**config.mk**
```make
export PLATFORM = sky130hd
export DESIGN_NAME = trap_entry_unit
export DESIGN_NICKNAME = d
export VERILOG_FILES = /design/src/rtl/trap_entry_pkg.sv /design/src/rtl/trap_route.sv /design/src/rtl/trap_vector.sv /design/src/rtl/trap_state.sv /design/src/rtl/trap_entry_unit.sv
export SDC_FILE = /design/constraint.sdc
export NUM_CORES = 1
export LEC_CHECK = 0
export BUFFER_PORTS_ARGS = -buffer_cell sky130_fd_sc_hd__clkbuf_2
export CORE_ASPECT_RATIO = 1.4
export CORE_MARGIN = 4
export CORE_UTILIZATION = 25
export CTS_BUF_LIST = sky130_fd_sc_hd__clkbuf_4 sky130_fd_sc_hd__clkbuf_8
export DETAILED_ROUTE_END_ITERATION = 12
export PLACE_DENSITY_LB_ADDON = 0.2
export SLEW_MARGIN = 0
export SYNTH_ARGS = -nofsm -noshare
export SYNTH_HDL_FRONTEND = slang
export SYNTH_SLANG_ARGS = --single-unit
```
**constraint.sdc**
```tcl
create_clock -name clk -period 8.7 [get_ports clk]
set_input_delay 1.74 -clock clk [delete_from_list [all_inputs] [get_ports clk]]
set_output_delay 1.74 -clock clk [all_outputs]
set_load 0.01 [all_outputs]
```
**src/rtl/trap_entry_pkg.sv**
```systemverilog
package trap_entry_pkg;

    typedef enum logic [1:0] {
        PRIV_U   = 2'd0,
        PRIV_S   = 2'd1,
        PRIV_RSV = 2'd2,
        PRIV_M   = 2'd3
    } priv_e;

    typedef struct packed {
        logic  mie;
        logic  mpie;
        priv_e mpp;
        logic  sie;
        logic  spie;
        logic  spp;
    } status_t;

    localparam int unsigned ECALL_RAW = 8;

    // Privilege code 2 is not implemented; fold it onto user mode.
    function automatic priv_e priv_sanitize(input logic [1:0] p);
        priv_e r;
        case (p)
            2'd1:    r = PRIV_S;
            2'd3:    r = PRIV_M;
            default: r = PRIV_U;
        endcase
        return r;
    endfunction

    function automatic logic [3:0] ecall_code(input priv_e p);
        logic [3:0] r;
        case (p)
            PRIV_S:  r = 4'd9;
            PRIV_M:  r = 4'd11;
            default: r = 4'd8;
        endcase
        return r;
    endfunction

    // Misaligned, access-fault and page-fault causes report an address.
    function automatic logic code_carries_addr(input int unsigned c);
        logic r;
        case (c)
            0, 1, 4, 5, 6, 7, 12, 13, 15: r = 1'b1;
            default:                      r = 1'b0;
        endcase
        return r;
    endfunction

endpackage

```
**src/rtl/trap_route.sv**
```systemverilog
module trap_route
    import trap_entry_pkg::*;
#(
    parameter int XLEN = 32,
    localparam int CW = $clog2(XLEN)
) (
    input  priv_e           priv,
    input  logic            async_i,
    input  logic [CW-1:0]   code_i,
    input  logic [XLEN-1:0] ideleg,
    input  logic [XLEN-1:0] edeleg,
    output logic [CW-1:0]   eff_code,
    output logic            to_s,
    output logic            carries_addr
);
    logic [XLEN-1:0] mask;
    logic            is_ecall;

    always_comb begin
        is_ecall = !async_i && (code_i == CW'(ECALL_RAW));
        eff_code = is_ecall ? CW'(ecall_code(priv)) : code_i;
        mask     = async_i ? ideleg : edeleg;
        to_s     = (priv == PRIV_U || priv == PRIV_S) && mask[eff_code];
        carries_addr = !async_i && code_carries_addr(int'(unsigned'(eff_code)));
    end
endmodule

```
**src/rtl/trap_vector.sv**
```systemverilog
module trap_vector #(
    parameter int XLEN        = 32,
    parameter bit VECTORED_EN = 1'b1,
    localparam int CW = $clog2(XLEN)
) (
    input  logic [XLEN-1:0] tvec,
    input  logic            async_i,
    input  logic [CW-1:0]   code_i,
    output logic [XLEN-1:0] target
);
    logic [XLEN-1:0] base;
    assign base = {tvec[XLEN-1:2], 2'b00};

    generate
        if (VECTORED_EN) begin : g_vec
            logic [XLEN-1:0] offs;
            always_comb begin
                offs = '0;
                if (async_i && tvec[1:0] == 2'b01)
                    offs = XLEN'({code_i, 2'b00});
                target = base + offs;
            end
        end else begin : g_direct
            assign target = base;
        end
    endgenerate
endmodule

```
**src/rtl/trap_state.sv**
```systemverilog
module trap_state
    import trap_entry_pkg::*;
#(
    parameter int              XLEN     = 32,
    parameter logic [XLEN-1:0] RESET_PC = '0,
    localparam int CW = $clog2(XLEN)
) (
    input  logic            clk,
    input  logic            rst,
    input  logic            ctx_load,
    input  priv_e           ctx_priv,
    input  logic            ctx_mie,
    input  logic            ctx_sie,
    input  logic            resv_set,
    input  logic            trap_valid,
    input  logic            trap_async,
    input  logic            to_s,
    input  logic [CW-1:0]   eff_code,
    input  logic [XLEN-1:0] tval_in,
    input  logic [XLEN-1:0] epc_in,
    input  logic [XLEN-1:0] target_pc,
    output priv_e           priv_q,
    output status_t         stat_q,
    output logic [XLEN-1:0] mcause,
    output logic [XLEN-1:0] mepc,
    output logic [XLEN-1:0] mtval,
    output logic [XLEN-1:0] scause,
    output logic [XLEN-1:0] sepc,
    output logic [XLEN-1:0] stval,
    output logic [XLEN-1:0] pc_q,
    output logic            resv_q
);
    localparam int PAD = XLEN - 1 - CW;

    logic [XLEN-1:0] cause_word;
    assign cause_word = {trap_async, {PAD{1'b0}}, eff_code};

    always_ff @(posedge clk) begin
        if (rst) begin
            priv_q <= PRIV_M;
            stat_q <= '{mie: 1'b0, mpie: 1'b0, mpp: PRIV_U,
                        sie: 1'b0, spie: 1'b0, spp: 1'b0};
            mcause <= '0;
            mepc   <= '0;
            mtval  <= '0;
            scause <= '0;
            sepc   <= '0;
            stval  <= '0;
            pc_q   <= RESET_PC;
            resv_q <= 1'b0;
        end else if (trap_valid) begin
            resv_q <= 1'b0;
            pc_q   <= target_pc;
            if (to_s) begin
                stat_q.spie <= stat_q.sie;
                stat_q.spp  <= priv_q[0];
                stat_q.sie  <= 1'b0;
                scause      <= cause_word;
                sepc        <= epc_in;
                stval       <= tval_in;
                priv_q      <= PRIV_S;
            end else begin
                stat_q.mpie <= stat_q.mie;
                stat_q.mpp  <= priv_q;
                stat_q.mie  <= 1'b0;
                mcause      <= cause_word;
                mepc        <= epc_in;
                mtval       <= tval_in;
                priv_q      <= PRIV_M;
            end
        end else if (ctx_load) begin
            priv_q     <= ctx_priv;
            stat_q.mie <= ctx_mie;
            stat_q.sie <= ctx_sie;
            resv_q     <= 1'b0;
        end else if (resv_set) begin
            resv_q <= 1'b1;
        end
    end
endmodule

```
**src/rtl/trap_entry_unit.sv**
```systemverilog
module trap_entry_unit
    import trap_entry_pkg::*;
#(
    parameter int              XLEN        = 32,
    parameter bit              VECTORED_EN = 1'b1,
    parameter logic [XLEN-1:0] RESET_PC    = '0,
    localparam int CW = $clog2(XLEN)
) (
    input  logic            clk,
    input  logic            rst,
    input  logic            ctx_load,
    input  logic [1:0]      ctx_priv,
    input  logic            ctx_mie,
    input  logic            ctx_sie,
    input  logic            resv_set,
    input  logic            trap_valid,
    input  logic            trap_async,
    input  logic [CW-1:0]   trap_code,
    input  logic [XLEN-1:0] trap_addr,
    input  logic [XLEN-1:0] trap_pc,
    input  logic [XLEN-1:0] ideleg_mask,
    input  logic [XLEN-1:0] edeleg_mask,
    input  logic [XLEN-1:0] mtvec,
    input  logic [XLEN-1:0] stvec,
    output logic [1:0]      cur_priv,
    output logic            m_ie,
    output logic            m_pie,
    output logic [1:0]      m_pp,
    output logic            s_ie,
    output logic            s_pie,
    output logic            s_pp,
    output logic [XLEN-1:0] mcause_q,
    output logic [XLEN-1:0] mepc_q,
    output logic [XLEN-1:0] mtval_q,
    output logic [XLEN-1:0] scause_q,
    output logic [XLEN-1:0] sepc_q,
    output logic [XLEN-1:0] stval_q,
    output logic [XLEN-1:0] pc_next,
    output logic            resv_valid
);
    priv_e           priv_q;
    status_t         stat_q;
    logic [CW-1:0]   eff_code;
    logic            to_s;
    logic            carries_addr;
    logic [XLEN-1:0] sel_tvec;
    logic [XLEN-1:0] target_pc;
    logic [XLEN-1:0] tval_in;

    trap_route #(.XLEN(XLEN)) u_route (
        .priv         (priv_q),
        .async_i      (trap_async),
        .code_i       (trap_code),
        .ideleg       (ideleg_mask),
        .edeleg       (edeleg_mask),
        .eff_code     (eff_code),
        .to_s         (to_s),
        .carries_addr (carries_addr)
    );

    assign sel_tvec = to_s ? stvec : mtvec;
    assign tval_in  = carries_addr ? trap_addr : '0;

    trap_vector #(.XLEN(XLEN), .VECTORED_EN(VECTORED_EN)) u_vector (
        .tvec    (sel_tvec),
        .async_i (trap_async),
        .code_i  (eff_code),
        .target  (target_pc)
    );

    trap_state #(.XLEN(XLEN), .RESET_PC(RESET_PC)) u_state (
        .clk        (clk),
        .rst        (rst),
        .ctx_load   (ctx_load),
        .ctx_priv   (priv_sanitize(ctx_priv)),
        .ctx_mie    (ctx_mie),
        .ctx_sie    (ctx_sie),
        .resv_set   (resv_set),
        .trap_valid (trap_valid),
        .trap_async (trap_async),
        .to_s       (to_s),
        .eff_code   (eff_code),
        .tval_in    (tval_in),
        .epc_in     (trap_pc),
        .target_pc  (target_pc),
        .priv_q     (priv_q),
        .stat_q     (stat_q),
        .mcause     (mcause_q),
        .mepc       (mepc_q),
        .mtval      (mtval_q),
        .scause     (scause_q),
        .sepc       (sepc_q),
        .stval      (stval_q),
        .pc_q       (pc_next),
        .resv_q     (resv_valid)
    );

    assign cur_priv = priv_q;
    assign m_ie     = stat_q.mie;
    assign m_pie    = stat_q.mpie;
    assign m_pp     = stat_q.mpp;
    assign s_ie     = stat_q.sie;
    assign s_pie    = stat_q.spie;
    assign s_pp     = stat_q.spp;
endmodule

```
==> metrics.md <==
| Metric | Value |
|---|---|
| WHS | 0.4793 ns |
| Status | finished, final reports clean |
| Die Y | 235.9 um |
| Detail Route Antenna Nets | 0 |
| Routed WL per cell | 19.25 um |
| Post-CTS Hold Fix Bufs | 0 |
| IO buf count | 386 |
| Syn. warnings | 0 |
| Routed wl met3 | 3.010 mm |
| Layout cells sized above 1 | 0.3119 |
| Leak | 0.005033 uW |
| Hold Crit Class | flop to flop |
| Commonest cells in the netlist | dfxtp_1 (180), nand3_1 (127), nor2_1 (112) |
| First-pass GRT wire length | 54.56 mm |
| Worst setup margin | 1.888 ns |
| Nature of the critical path startpoint | primary input |
| Simple-gate share of the synthesized area | 0.2049 |
| Synth area leaders | dfxtp_1 (39%), mux2i_1 (10%), nand3_1 (6.9%) |
| Worst EP arrival | 7.23 ns |
| Maximum vdd drop | 115.4 uV |
| Maxcap violations | 0 |
| Synth Flop Type | dfxtp_1 |
| DR WL met2 | 19.16 mm |
| First-pass DRT Iterations | 5 |
| CP max FO | 55 |
| Vias in the first global route | 8963 |
| DIE WIDTH | 170.8 um |
| Top cell type's share of synthesized area | 0.3885 |
| Slew Viols, Final | 0 |
| Largest family of logic cells by synthesized area | simple AND/OR/NAND/NOR gates |
| Synth Area in Compound Gates | 0.1364 |
| CP Capture Type | flop |
| Total global-route track usage | 0.1753 |
| Setup TNS | 0 ns |
| Crit-path cells | clkbuf_2 -> and4bb_1 -> a21oi_4 -> mux2i_1 -> o221ai_1 -> o31ai_1 -> a211o_4 -> buf_4 -> nand2_1 -> nand2_1 -> ha_1 -> inv_1 -> fa_1 -> nor2b_1 -> o21a_1 -> o21ai_0 -> nand2b_1 -> nand3_1 -> xnor2_1 -> nand3_1 -> a31oi_1 |
| Async set-reset flop share out of synthesis | 0 |
| Post-DP HPWL | 26.97 mm |
| Finish-stage setup viols | 0 |
| #FFs+latches synth | 180 |
| # H-tree levels | 4 |
| Worst path max stage delay | 0.73 ns |
| Initial antenna violation count | 4 |
| Largest net degree at the start of global routing | 80 |
| Unrepaired setup endpoints after global routing | no |
| Synth area leader | dfxtp_1 |
| Root buf cell | clkbuf_8 |
| Core footprint | 36660 sq um |
| Clock transition at the registers of the reported paths | 0.11 ns |
| PwrDens | 154.4 nW/um^2 |
| Critical path's slowest cell | o31ai_1 |
| CTS Sinks | 180 |
| Post-synthesis sequential area ratio | 0.3885 |
| Slew HR | 0.4247 |
| Num ports | 441 |
| Mux contribution to synthesized area | 0.1219 |
| Fin Clk Skew | 0.02055 ns |
| CP Data Required Time | 9.12 ns |
| Final hold vios | 0 |
| Cell Rows | 83 |
| Post-CTS Setup Bufs | 0 |
| WL final | 36.86 mm |
| Vias | 9099 |
| CTS Buffer Depth | 2 |
| Number of flops mapped to enable cells by yosys | 0 |
| Highest Signal Layer | met5 |
| Met1 wire length | 13.63 mm |
| Clk_lat worst skew | 0.50 ns |
| CTS tree | done |
| Synth unique cells | 54 |
| Synth Area per Inst | 8.379 sq um |
| Crit path time final | 6.812 ns |
| Area Overhead vs Synth | 26.67% |
| Synthesized area | 9275 sq um |
| Nets | 1646 |
| Pre-CTS worst setup slack | 1.352 ns |
| Critical path class | primary input to flop |
| Synth Area in XOR/XNOR | 0.04627 |
| Slew @ Worst Pin | 0.8556 ns |
| Post-synthesis cell count | 1107 |
| Initial DRC Count | 383 |
| Most common cell in the netlist | dfxtp_1 |
| Die ar. | 40290 sq um |
| Area share of fa/ha/maj cells after synthesis | 0.008903 |
| CTS buffer count | 17 |
| Initial core utilization | 0.2530 |
| Routability cong. | 0.8526 |
| Final Cycle Share | 0.7830 |
| Final routed DRC violation total | 0 |
| Vias per inst | 4.751 |
| Remaining Overflow, GRT | 0 |
| Achievable Freq | 0.1468 GHz |
| PostCTS Resize Cnt | 0 |
==> final timing paths <==
| check | startpoint | endpoint | slack, ns | cells past startpoint |
|---|---|---|---|---|
| setup / recovery | trap_code[4] | u_state.pc_q[16] | 1.89 | 21 |
| hold / removal | u_state.mcause[4] | u_state.mcause[4] | 0.48 | 2 |
| setup reg to reg | u_state.priv_q[0] | u_state.pc_q[16] | 2.92 | 20 |
| hold reg to reg | u_state.mcause[4] | u_state.mcause[4] | 0.48 | 2 |
==> routing by layer <==
metal  global-route usage  vias up
li1                     -     4416
met1               0.1922     4263
met2               0.3171      370
met3              0.05298       44
met4              0.06005        6
met5                    0        -
==> state kept, by name (all words and copies together) (netlist names) <==
signal	flops
u_state.mcause	6
u_state.resv_q	1
u_state.mepc	32
u_state.pc_q	30
u_state.stat_q	7
u_state.stval	32
u_state.mtval	32
u_state.scause	6
u_state.priv_q	2
u_state.sepc	32
==> per-stage QoR <==
| stage | instance area [sq um] | instances | power (uW) | utilization |
|---|---|---|---|---|
| detailed placement | 11310 | 1881 | 1209 | 0.3086 |
| CTS | 11740 | 1913 | 1848 | 0.3204 |
| global placement | 11310 | 1881 | 1208 | 0.3086 |
| global route | 11750 | 1914 | 1907 | 0.3204 |
| finish | 11750 | 1915 | 1814 | 0.3205 |
| floorplan | 9474 | 1160 | 1077 | - |
==> worst max-delay path: cells and delay by family <==
kind,cells,cell delay [ns]
compound gates,7,2.15
xor+xnor,1,0.19
fa+ha+maj,2,0.53
simple gates,7,1.55
buf+inv,3,0.76
mux,1,0.27
==> power by group <==
part,switching [uW],total (uW),internal (uW)
Sequential,17.1,871,854
Clock,373,628,255
Combinational,196,315,119
Total,586,1810,1230
==> cells in the final DEF (no fill, tap or decap), types with 3 or more instances in the layout <==
cell type  synthesis  layout
nor3b_1            4       4
clkbuf_8           0      18
o22ai_1            6       6
mux2_2             4       4
nor4_1             4       4
mux4_2             6       6
a21oi_1           82      81
inv_1              8       7
clkbuf_2           0     384
xor2_1            16      16
clkinv_8           0       3
a31oi_1           20      20
nor2_1           112     112
xnor2_1           33      33
a211oi_1           4       3
and2_1            33      33
and3_1             5       5
nand3_1          127     127
nand2_1           62      62
or3_1              4       4
mux2i_1           95      95
inv_8              0       4
o221ai_1           4       4
dfxtp_1          180     180
o21ai_0           77      77
nor2b_1            7       7
nor4b_1            4       4
ha_1               5       5
nor3_1             7       7
and4_1             3       3
o32ai_1            7       7
nand4_1           14      14
conb_1             1      54
buf_4             58      14
==> cells by family (layout without fill, tap and decap cells) <==
kind of cell | after synthesis | after routing
adders and majority gates | 6 | 6
other | 1 | 56
buffers and inverters | 154 | 440
DFF | 180 | 180
and+or+nand+nor | 394 | 394
AOI/OAI and AO/OA | 218 | 218
muxes | 105 | 105
xor gates and xnor gates | 49 | 49
==> final cells by class <==
type	instances	area, sq um
multi-input cells	826	5036
fillers	4042	24910
clock buffers	18	247.7
well taps	467	584.3
repair buffers	400	2058
diodes	2	5.005
flip-flops and latches	180	3603
inverters	8	31.28
clock inverters	14	182.7
No activity file was read; power rests on OpenSTA's default activity.
